--- config.mk ---
export PLATFORM = sky130hd
export DESIGN_NAME = modaddr_circ_agu
export DESIGN_NICKNAME = d
export VERILOG_FILES = /design/src/rtl/modaddr_pkg.sv /design/src/rtl/modaddr_sum.sv /design/src/rtl/modaddr_wrap.sv /design/src/rtl/modaddr_route.sv /design/src/rtl/modaddr_outreg.sv /design/src/rtl/modaddr_circ_agu.sv
export SDC_FILE = /design/constraint.sdc
export NUM_CORES = 1
export LEC_CHECK = 0
export BUFFER_PORTS_ARGS = -buffer_cell sky130_fd_sc_hd__buf_2
export CAP_MARGIN = 10
export CORE_ASPECT_RATIO = 0.7
export CORE_MARGIN = 10
export CORE_UTILIZATION = 30
export DETAILED_ROUTE_END_ITERATION = 12
export PLACE_DENSITY = 0.55
export REMOVE_ABC_BUFFERS = 1
export SYNTH_ARGS = -nofsm -noshare
export SYNTH_HDL_FRONTEND = slang
export SYNTH_SLANG_ARGS = --single-unit
--- constraint.sdc ---
create_clock -name clk -period 0.8 [get_ports clk]
set_input_delay 0.24 -clock clk [delete_from_list [all_inputs] [get_ports clk]]
set_output_delay 0.24 -clock clk [all_outputs]
set_load 0.02 [all_outputs]
--- src/rtl/modaddr_pkg.sv ---
package modaddr_pkg;

    typedef enum logic [1:0] {
        AM_POST   = 2'd0,
        AM_PRE    = 2'd1,
        AM_OFFSET = 2'd2,
        AM_OFFALT = 2'd3
    } am_mode_e;

    typedef enum logic [1:0] {
        WR_NONE  = 2'd0,
        WR_DOWN  = 2'd1,
        WR_UP    = 2'd2
    } wrap_act_e;

endpackage

--- src/rtl/modaddr_sum.sv ---
module modaddr_sum #(
    parameter int AW = 16
) (
    input  logic [AW-1:0] base,
    input  logic [AW-1:0] delta,
    output logic [AW-1:0] total
);
    always_comb begin
        total = base + delta;
    end
endmodule

--- src/rtl/modaddr_wrap.sv ---
module modaddr_wrap
    import modaddr_pkg::*;
#(
    parameter int AW = 16
) (
    input  logic [AW-1:0] raw,
    input  logic [AW-1:0] lo,
    input  logic [AW-1:0] hi,
    input  logic          enable,
    input  logic          dir_up,
    output logic [AW-1:0] fixed,
    output wrap_act_e     act
);
    localparam logic [AW-1:0] WORD_BYTES = AW'(2);

    logic [AW-1:0] span;

    always_comb begin
        span = hi - lo + WORD_BYTES;
    end

    always_comb begin
        act = WR_NONE;
        if (enable) begin
            if (dir_up) begin
                if (raw > hi) act = WR_UP;
            end else begin
                if (raw < lo) act = WR_DOWN;
            end
        end
    end

    always_comb begin
        unique case (act)
            WR_UP:   fixed = raw - span;
            WR_DOWN: fixed = raw + span;
            default: fixed = raw;
        endcase
    end
endmodule

--- src/rtl/modaddr_route.sv ---
module modaddr_route
    import modaddr_pkg::*;
#(
    parameter int AW = 16
) (
    input  am_mode_e      am,
    input  logic          valid,
    input  logic [AW-1:0] cur,
    input  logic [AW-1:0] cor,
    output logic [AW-1:0] ea,
    output logic [AW-1:0] wb,
    output logic          stb
);
    always_comb begin
        unique case (am)
            AM_POST: begin
                ea  = cur;
                wb  = cor;
                stb = valid;
            end
            AM_PRE: begin
                ea  = cor;
                wb  = cor;
                stb = valid;
            end
            default: begin
                ea  = cor;
                wb  = cur;
                stb = 1'b0;
            end
        endcase
    end
endmodule

--- src/rtl/modaddr_outreg.sv ---
module modaddr_outreg #(
    parameter int AW      = 16,
    parameter bit REG_OUT = 1'b1
) (
    input  logic          clk,
    input  logic          rst_n,
    input  logic [AW-1:0] ea_d,
    input  logic [AW-1:0] wb_d,
    input  logic          stb_d,
    output logic [AW-1:0] ea_q,
    output logic [AW-1:0] wb_q,
    output logic          stb_q
);
    generate
        if (REG_OUT) begin : g_reg
            always_ff @(posedge clk or negedge rst_n) begin
                if (!rst_n) begin
                    ea_q  <= '0;
                    wb_q  <= '0;
                    stb_q <= 1'b0;
                end else begin
                    ea_q  <= ea_d;
                    wb_q  <= wb_d;
                    stb_q <= stb_d;
                end
            end
        end else begin : g_comb
            always_comb begin
                ea_q  = ea_d;
                wb_q  = wb_d;
                stb_q = stb_d;
            end
        end
    endgenerate
endmodule

--- src/rtl/modaddr_circ_agu.sv ---
module modaddr_circ_agu
    import modaddr_pkg::*;
#(
    parameter int AW      = 16,
    parameter bit REG_OUT = 1'b1
) (
    input  logic          clk,
    input  logic          rst_n,
    input  logic          req_valid,
    input  logic [1:0]    mode,
    input  logic          wrap_en,
    input  logic          buf_inc,
    input  logic [AW-1:0] ptr,
    input  logic [AW-1:0] step,
    input  logic [AW-1:0] buf_first,
    input  logic [AW-1:0] buf_last,
    output logic [AW-1:0] eff_addr,
    output logic [AW-1:0] wb_data,
    output logic          wb_stb
);
    am_mode_e      am;
    logic [AW-1:0] raw_sum;
    logic [AW-1:0] cor_sum;
    wrap_act_e     wact;
    logic [AW-1:0] ea_c;
    logic [AW-1:0] wb_c;
    logic          stb_c;

    always_comb begin
        am = am_mode_e'(mode);
    end

    modaddr_sum #(.AW(AW)) u_sum (
        .base  (ptr),
        .delta (step),
        .total (raw_sum)
    );

    modaddr_wrap #(.AW(AW)) u_wrap (
        .raw    (raw_sum),
        .lo     (buf_first),
        .hi     (buf_last),
        .enable (wrap_en),
        .dir_up (buf_inc),
        .fixed  (cor_sum),
        .act    (wact)
    );

    modaddr_route #(.AW(AW)) u_route (
        .am    (am),
        .valid (req_valid),
        .cur   (ptr),
        .cor   (cor_sum),
        .ea    (ea_c),
        .wb    (wb_c),
        .stb   (stb_c)
    );

    modaddr_outreg #(.AW(AW), .REG_OUT(REG_OUT)) u_out (
        .clk   (clk),
        .rst_n (rst_n),
        .ea_d  (ea_c),
        .wb_d  (wb_c),
        .stb_d (stb_c),
        .ea_q  (eff_addr),
        .wb_q  (wb_data),
        .stb_q (wb_stb)
    );

    // in-window or on-bound sums are left alone (incrementing)
    assert_inwin_up_R3: assert property (@(posedge clk) disable iff (!rst_n)
        (wrap_en && buf_inc && raw_sum <= buf_last) |-> (cor_sum == raw_sum));

    // decrementing buffer ignores the upper bound
    assert_inwin_down_R4: assert property (@(posedge clk) disable iff (!rst_n)
        (wrap_en && !buf_inc && raw_sum >= buf_first) |-> (cor_sum == raw_sum));

    // disabled wrap means plain sum
    assert_pass_through_R8: assert property (@(posedge clk) disable iff (!rst_n)
        !wrap_en |-> (cor_sum == raw_sum && wact == WR_NONE));

    // post-modify accesses the old pointer
    assert_post_ea_R5: assert property (@(posedge clk) disable iff (!rst_n)
        (mode == 2'd0) |-> (ea_c == ptr));

    // pre-modify access and write-back agree
    assert_pre_same_R6: assert property (@(posedge clk) disable iff (!rst_n)
        (mode == 2'd1) |-> (ea_c == wb_c && wb_c == cor_sum));

    // register-offset never writes the pointer
    assert_offset_nowb_R7: assert property (@(posedge clk) disable iff (!rst_n)
        (mode[1]) |-> (!stb_c && wb_c == ptr));

    // no strobe without a request
    assert_idle_nostb_R9: assert property (@(posedge clk) disable iff (!rst_n)
        !req_valid |-> !stb_c);

    generate
        if (REG_OUT) begin : g_lat_chk
            // one-cycle output latency
            assert_latency_R10: assert property (@(posedge clk) disable iff (!rst_n)
                rst_n |=> (eff_addr == $past(ea_c) && wb_stb == $past(stb_c)));
        end
    endgenerate
endmodule

==> results_dict.tcl, run 1 <==
set metrics [dict create \
    min_period_ns 5.65 \
    ys_ff_latch 33 \
    io_pins 104 \
    synthAdderAreaFrac_pct 24.3 \
    first_iter_violations 230 \
    drtAntennaViolNets 0 \
    io_buffers 103 \
    synth_flop_cell "dfrtp_1" \
    synth_top_family_by_area "adder cells" \
    antenna_found_initial 2 \
    cts_buffers 5 \
    max_slew.worst_pin.slew_ns 0.783 \
    outcome "finished, violations left" \
    area_delta_synth_final_pct 66.7 \
    p_per_area_mw_per_mm2 2470 \
    drc 0 \
    drv_slew 0 \
    overflow 0 \
    routedWlPerCell_um 14.8 \
    cp.arrival_ns 5.83 \
    vias 5467 \
    initial_utilization_pct 30.6 \
    endpoint "u_out.wb_q[14]" \
    cts-root-buf "clkbuf_16" \
    synth_cell_types 63 \
    startpoint "ptr[0]" \
    die_height_um 128 \
    max_cap_viol_count 0 \
    muxShareOfSynthArea_pct 6.48 \
    cts_tree "yes" \
    wl_um 16800 \
    critPathRequiredTime_ns 0.98 \
    rsz0062_at_grt "true" \
    grt_max_degree 26 \
    fin_util_pct 50.9 \
    synthSimpleGateAreaFrac_pct 15.1 \
    synth_compound_area_share_pct 24.1 \
    gp_congestion 0.914 \
    core_sq_mm 0.0163 \
    hold_viol_final 0 \
    dp_hpwl_um 14000 \
    yosysWarnings 0 \
    hold_path_class "input port to flop" \
    synthArstFlopShare_pct 100 \
    drive_above_1_share_pct 47.1 \
    clkTransAtPathRegs_ns 0.05 \
    ys_seq_area_share_pct 16.6 \
    crit_path_start_kind "input port" \
    grt_pass1_wl_um 27800 \
    pre_cts_ws_ns -6.01 \
    die_area_sq_mm 0.0222 \
    cts_max_path_buffers 2 \
    cts_sinks 33 \
    rows 39 \
    grt_pass1_vias 5675 \
    cp-end-kind "flop" \
    syn-instance-count 596 \
    yosys.area_share.xor_xnor_pct 7.74 \
    hold_slack_ns 0.189 \
    relSlewSlack_pct 47.2 \
    track_usage_pct 14.8 \
    fin_ws_ns -4.85 \
    p_leak_nw 4.25 \
    vdd_drop_max_v 0.00131 \
    fin_crit_sh_pct 706 \
    chipWidth_um 174 \
    synth-edff-count 0 \
    syn-mean-instance-area_sq_um 8.36 \
    n_fill_cell 1558 \
    max_freq_ghz 0.177 \
    setup_viol_count_final 65 \
    cts-htree-levels 2 \
    crit_fanout 5 \
    fin_nets 1074 \
    syn-cell-area_sq_mm 0.00498 \
    violations "negative setup slack" \
    hp-start "req_valid" \
    vias_per_cell 4.82 \
    crit_type "input port to flop" \
    drtPass1Iterations 5 \
]
-- per-layer routing --
metal	vias to the layer above	GRT usage (%)	wire length [um]
met5	-	0	13
met4	2	0.752	64
met3	8	3.94	980
met2	122	22.9	7010
met1	2507	21.0	8710
li1	2828	-	-
-- worst max-delay path: stages --
cell and delay [ns]:
buf_8 0.10, ha_4 0.15, fa_2 0.38, a21o_1 0.19, a21oi_2 0.17, o21bai_1 0.13
a211oi_2 0.25, o31a_1 0.22, a21oi_2 0.08, a31oi_1 0.18, xor2_1 0.25, inv_2 0.11
ha_4 0.27, and4_1 0.16, o2111ai_1 0.10, o2111a_1 0.28, ha_4 0.19, buf_6 0.13
buf_8 0.12, a31oi_4 0.13, xor2_1 0.20, ha_1 0.31, and2_4 0.18, a31o_4 0.21
a311o_1 0.36, a41oi_2 0.21, mux2_4 0.33, a221oi_2 0.17
-- per-stage QoR --
step	area (sq um)	instances	power [mW]	TNS [ns]
6_report	8300	1135	20.5	-146.97
5_1_grt	8300	1134	22.0	-155.16
4_1_cts	8130	1133	19.6	-144.50
3_5_place_dp	7260	1113	14.6	-169.15
3_3_place_gp	7260	1113	14.5	-164.89
2_1_floorplan	4940	585	9.30	-149.74
-- synthesized netlist by cell type, drive strengths merged (6+ instances only) --
master,count,area share (%)
dfrtp,33,17
o21a,11,1.7
mux2,26,5.9
ha,92,23
inv,63,4.7
nand2,18,1.4
nor4,7,0.88
a21oi,40,4.1
clkbuf,10,0.75
nor3,12,1.2
a31oi,12,1.5
xor2,18,3.2
nor2,48,3.6
nor2b,7,0.88
and3,9,1.1
or2,6,0.75
xnor2,26,4.6
o21ai,32,3.2
a211oi,12,2.2
a21o,27,4.1
nand3,10,1.0
-- timing repair --
action                     in CTS  in global routing
hold endpoints to repair        8                  0
setup endpoints to repair      65                 90
setup buffers                  14                  6
resized for setup             155                 36
hold buffers                    1                  0
pin swaps                      71                 29
-- sequential cells by signal, summed over array words and instances (netlist names) --
signal	cells
u_out.ea_q	16
u_out.wb_q	16
u_out.stb_q	1
-- cell type report --
type	instances	area [sq um]	share of cell area, %
repair buffers	316	2410	29.0
clock buffers	7	143	1.72
clock inverters	1	30.0	0.362
well taps	225	282	3.39
inverters	63	239	2.88
diodes	1	2.50	0.0301
flip-flops and latches	33	826	9.95
multi-input cells	489	4370	52.7
-- logic make-up after synthesis --
logic type	after synthesis
xor+xnor	44
compound gates	176
buf+inv	74
flops	33
fa+ha+maj	95
mux	29
simple gates	145
-- worst min-delay path by stage --
stage | to | slack (ns) | cells past startpoint
6_report | u_out.stb_q | 0.19 | 2
3_3_place_gp | u_out.wb_q[15] | 0.11 | 1
4_1_cts | u_out.stb_q | 0.19 | 2
5_1_grt | u_out.stb_q | 0.22 | 2
2_1_floorplan | u_out.ea_q[0] | -0.06 | 0
3_5_place_dp | u_out.wb_q[15] | 0.11 | 1
-- power by group --
part	total, mW	switching [mW]	internal, mW
clock network	2.24	0.688	1.55
logic	15.8	7.40	8.36
registers	2.47	0.261	2.21
total	20.5	8.35	12.1
-- cell usage in the layout, fill, tap and decap left out, types with 22 or more instances in the layout --
cell type  synthesis  layout
buf_2              1      66
a21oi_1           39      29
buf_4              0     202
nor2_1            48      42
a21o_1            27      27
mux2_4             0      22
dfrtp_1           33      33
buf_6              0      42
xnor2_1           26      23
ha_1              92      86
inv_1             62      60
(Power assumes the default switching activity.)
==> inputs of run 2 (changes only) <==
CORE_UTILIZATION = 50   (was 30)
CTS_BUF_LIST = sky130_fd_sc_hd__clkbuf_16   (was unset)
PLACE_DENSITY = 0.8   (was 0.55)
==> results_dict.tcl, run 2 (synthesis gave the netlist of run 1 again) <==
set metrics [dict create \
    setup_viol_count_final 65 \
    crit_type "input port to flop" \
    place_inst 1015 \
    cts_buffers 5 \
    io_pins 104 \
    max_slew.worst_pin.slew_ns 0.837 \
    die_height_um 104 \
    min_path_cells 2 \
    critPathRequiredTime_ns 1.02 \
    violations "negative setup slack" \
    core_sq_mm 0.00972 \
    cts_tree "yes" \
    critPathTopFamily "compound AO/OA/AOI/OAI gates" \
    gp_congestion 0.915 \
    drc 0 \
    fin_nets 1088 \
    clkTransAtPathRegs_ns 0.05 \
    wl_um 23000 \
    hold_end "u_out.stb_q" \
    hold_viol_final 0 \
    initial_utilization_pct 51.2 \
    outcome "finished, violations left" \
    n_fill_cell 541 \
    first_iter_violations 540 \
    rsz0062_at_grt "true" \
    fin_crit_sh_pct 744 \
    vdd_drop_max_v 0.00193 \
    drive_above_1_share_pct 46.8 \
    io_buffers 103 \
    crit_fanout 13 \
    regArea_sq_um 826 \
    grt_pass1_wl_um 33200 \
    hp-start "req_valid" \
    dp_hpwl_um 14300 \
    vias 6539 \
    chipWidth_um 139 \
    drv_slew 0 \
    cts_sinks 33 \
    reg_top3 "u_out.ea_q x16, u_out.wb_q x16, u_out.stb_q x1" \
    multi_input_area_sq_mm 0.00424 \
    cp-end-kind "flop" \
    min_period_ns 5.95 \
    cts-root-buf "clkbuf_16" \
    p_leak_nw 4.26 \
    slowest_delay_ns 0.44 \
    cp.arrival_ns 6.17 \
    drtPass1Iterations 7 \
    die_area_sq_mm 0.0144 \
    track_usage_pct 27.2 \
    fin_util_pct 83.4 \
    mostFrequentLayoutCells "buf_4 (220), ha_1 (87), buf_2 (68)" \
    crit_path_start_kind "input port" \
    cts-htree-levels 2 \
    placed_area_sq_mm 0.00716 \
    routedWlPerCell_um 21.9 \
    cpMostUsedCell "ha_4" \
    area_delta_synth_final_pct 62.8 \
    overflow 0 \
    drtAntennaViolNets 0 \
    cts_max_path_buffers 2 \
    diodes 0 \
    max_cap_viol_count 0 \
    critPathBufInv 5 \
    max_freq_ghz 0.168 \
    hold_path_class "input port to flop" \
    relSlewSlack_pct 43.5 \
    rows 30 \
    p_per_area_mw_per_mm2 2560 \
    fin_ws_ns -5.15 \
    final_common_cell "buf_4" \
    fin_cells 1051 \
    vias_per_cell 6.22 \
    grt_pass1_vias 6636 \
    grt_max_degree 34 \
    slowest_stage "or4_1" \
    fin_area_sq_mm 0.00811 \
    antenna_found_initial 0 \
]
-- run 2: changes by cell type in the layout (fill, tap and decap cells not counted), sizes merged --
cell / change
bufinv: -1
inv: +1
diode: -1
buf: +15
clkbuf: -3
clkinv: +2
-- run 2: routing by layer --
metal	part of all wire, %	vias up	global-route usage (%)
met3	9.8	177	7.12
met5	0	-	0
li1	-	2861	-
met4	8.2	0	14.2
met2	46	472	46.2
met1	36	3029	30.5
-- run 2: how the worst max path moves through the flow --
stage | startpoint | to | slack, ns | cells after the start
after detailed placement | ptr[0] | u_out.ea_q[15] | -6.08 | 30
after floorplan | ptr[0] | u_out.wb_q[14] | -5.35 | 30
after global placement | ptr[0] | u_out.ea_q[15] | -5.78 | 30
after global routing | step[0] | u_out.ea_q[15] | -5.42 | 30
final | ptr[0] | u_out.ea_q[15] | -5.15 | 30
after CTS | step[0] | u_out.wb_q[8] | -4.76 | 30
-- run 2: timing repair --
item / CTS / global route
hold buffers: 1 / 0
pin swaps: 48 / 30
buffers inserted: 18 / 11
hold endpoints to repair: 33 / 0
setup endpoints to repair: 65 / 65
resized for setup: 137 / 22
-- run 2: area by class of cell --
cell class	count	area share (%)
well taps	128	1.97
repair buffers	330	30.9
flip-flops and latches	33	10.2
inverters	63	2.92
multi-input cells	489	52.3
clock buffers	5	1.54
clock inverters	3	0.170
-- run 2: power by group --
part / switching, mW / internal, mW / total [mW]
Combinational: 8.43 / 7.94 / 16.4
Clock: 0.771 / 1.13 / 1.90
Sequential: 0.296 / 2.21 / 2.51
-- run 2: metrics by stage --
stage                     setup WS [ns]  hold WS (ns)  TNS (ns)  total power [mW]
after floorplan                   -5.35       -0.0556   -149.74              9.30
after global placement            -5.78         0.202   -161.69              14.0
after detailed placement          -6.08         0.210   -170.50              14.6
after global routing              -5.42         0.215   -162.49              21.8
final                             -5.15         0.212   -156.82              20.8
after CTS                         -4.76         0.220   -145.46              18.7
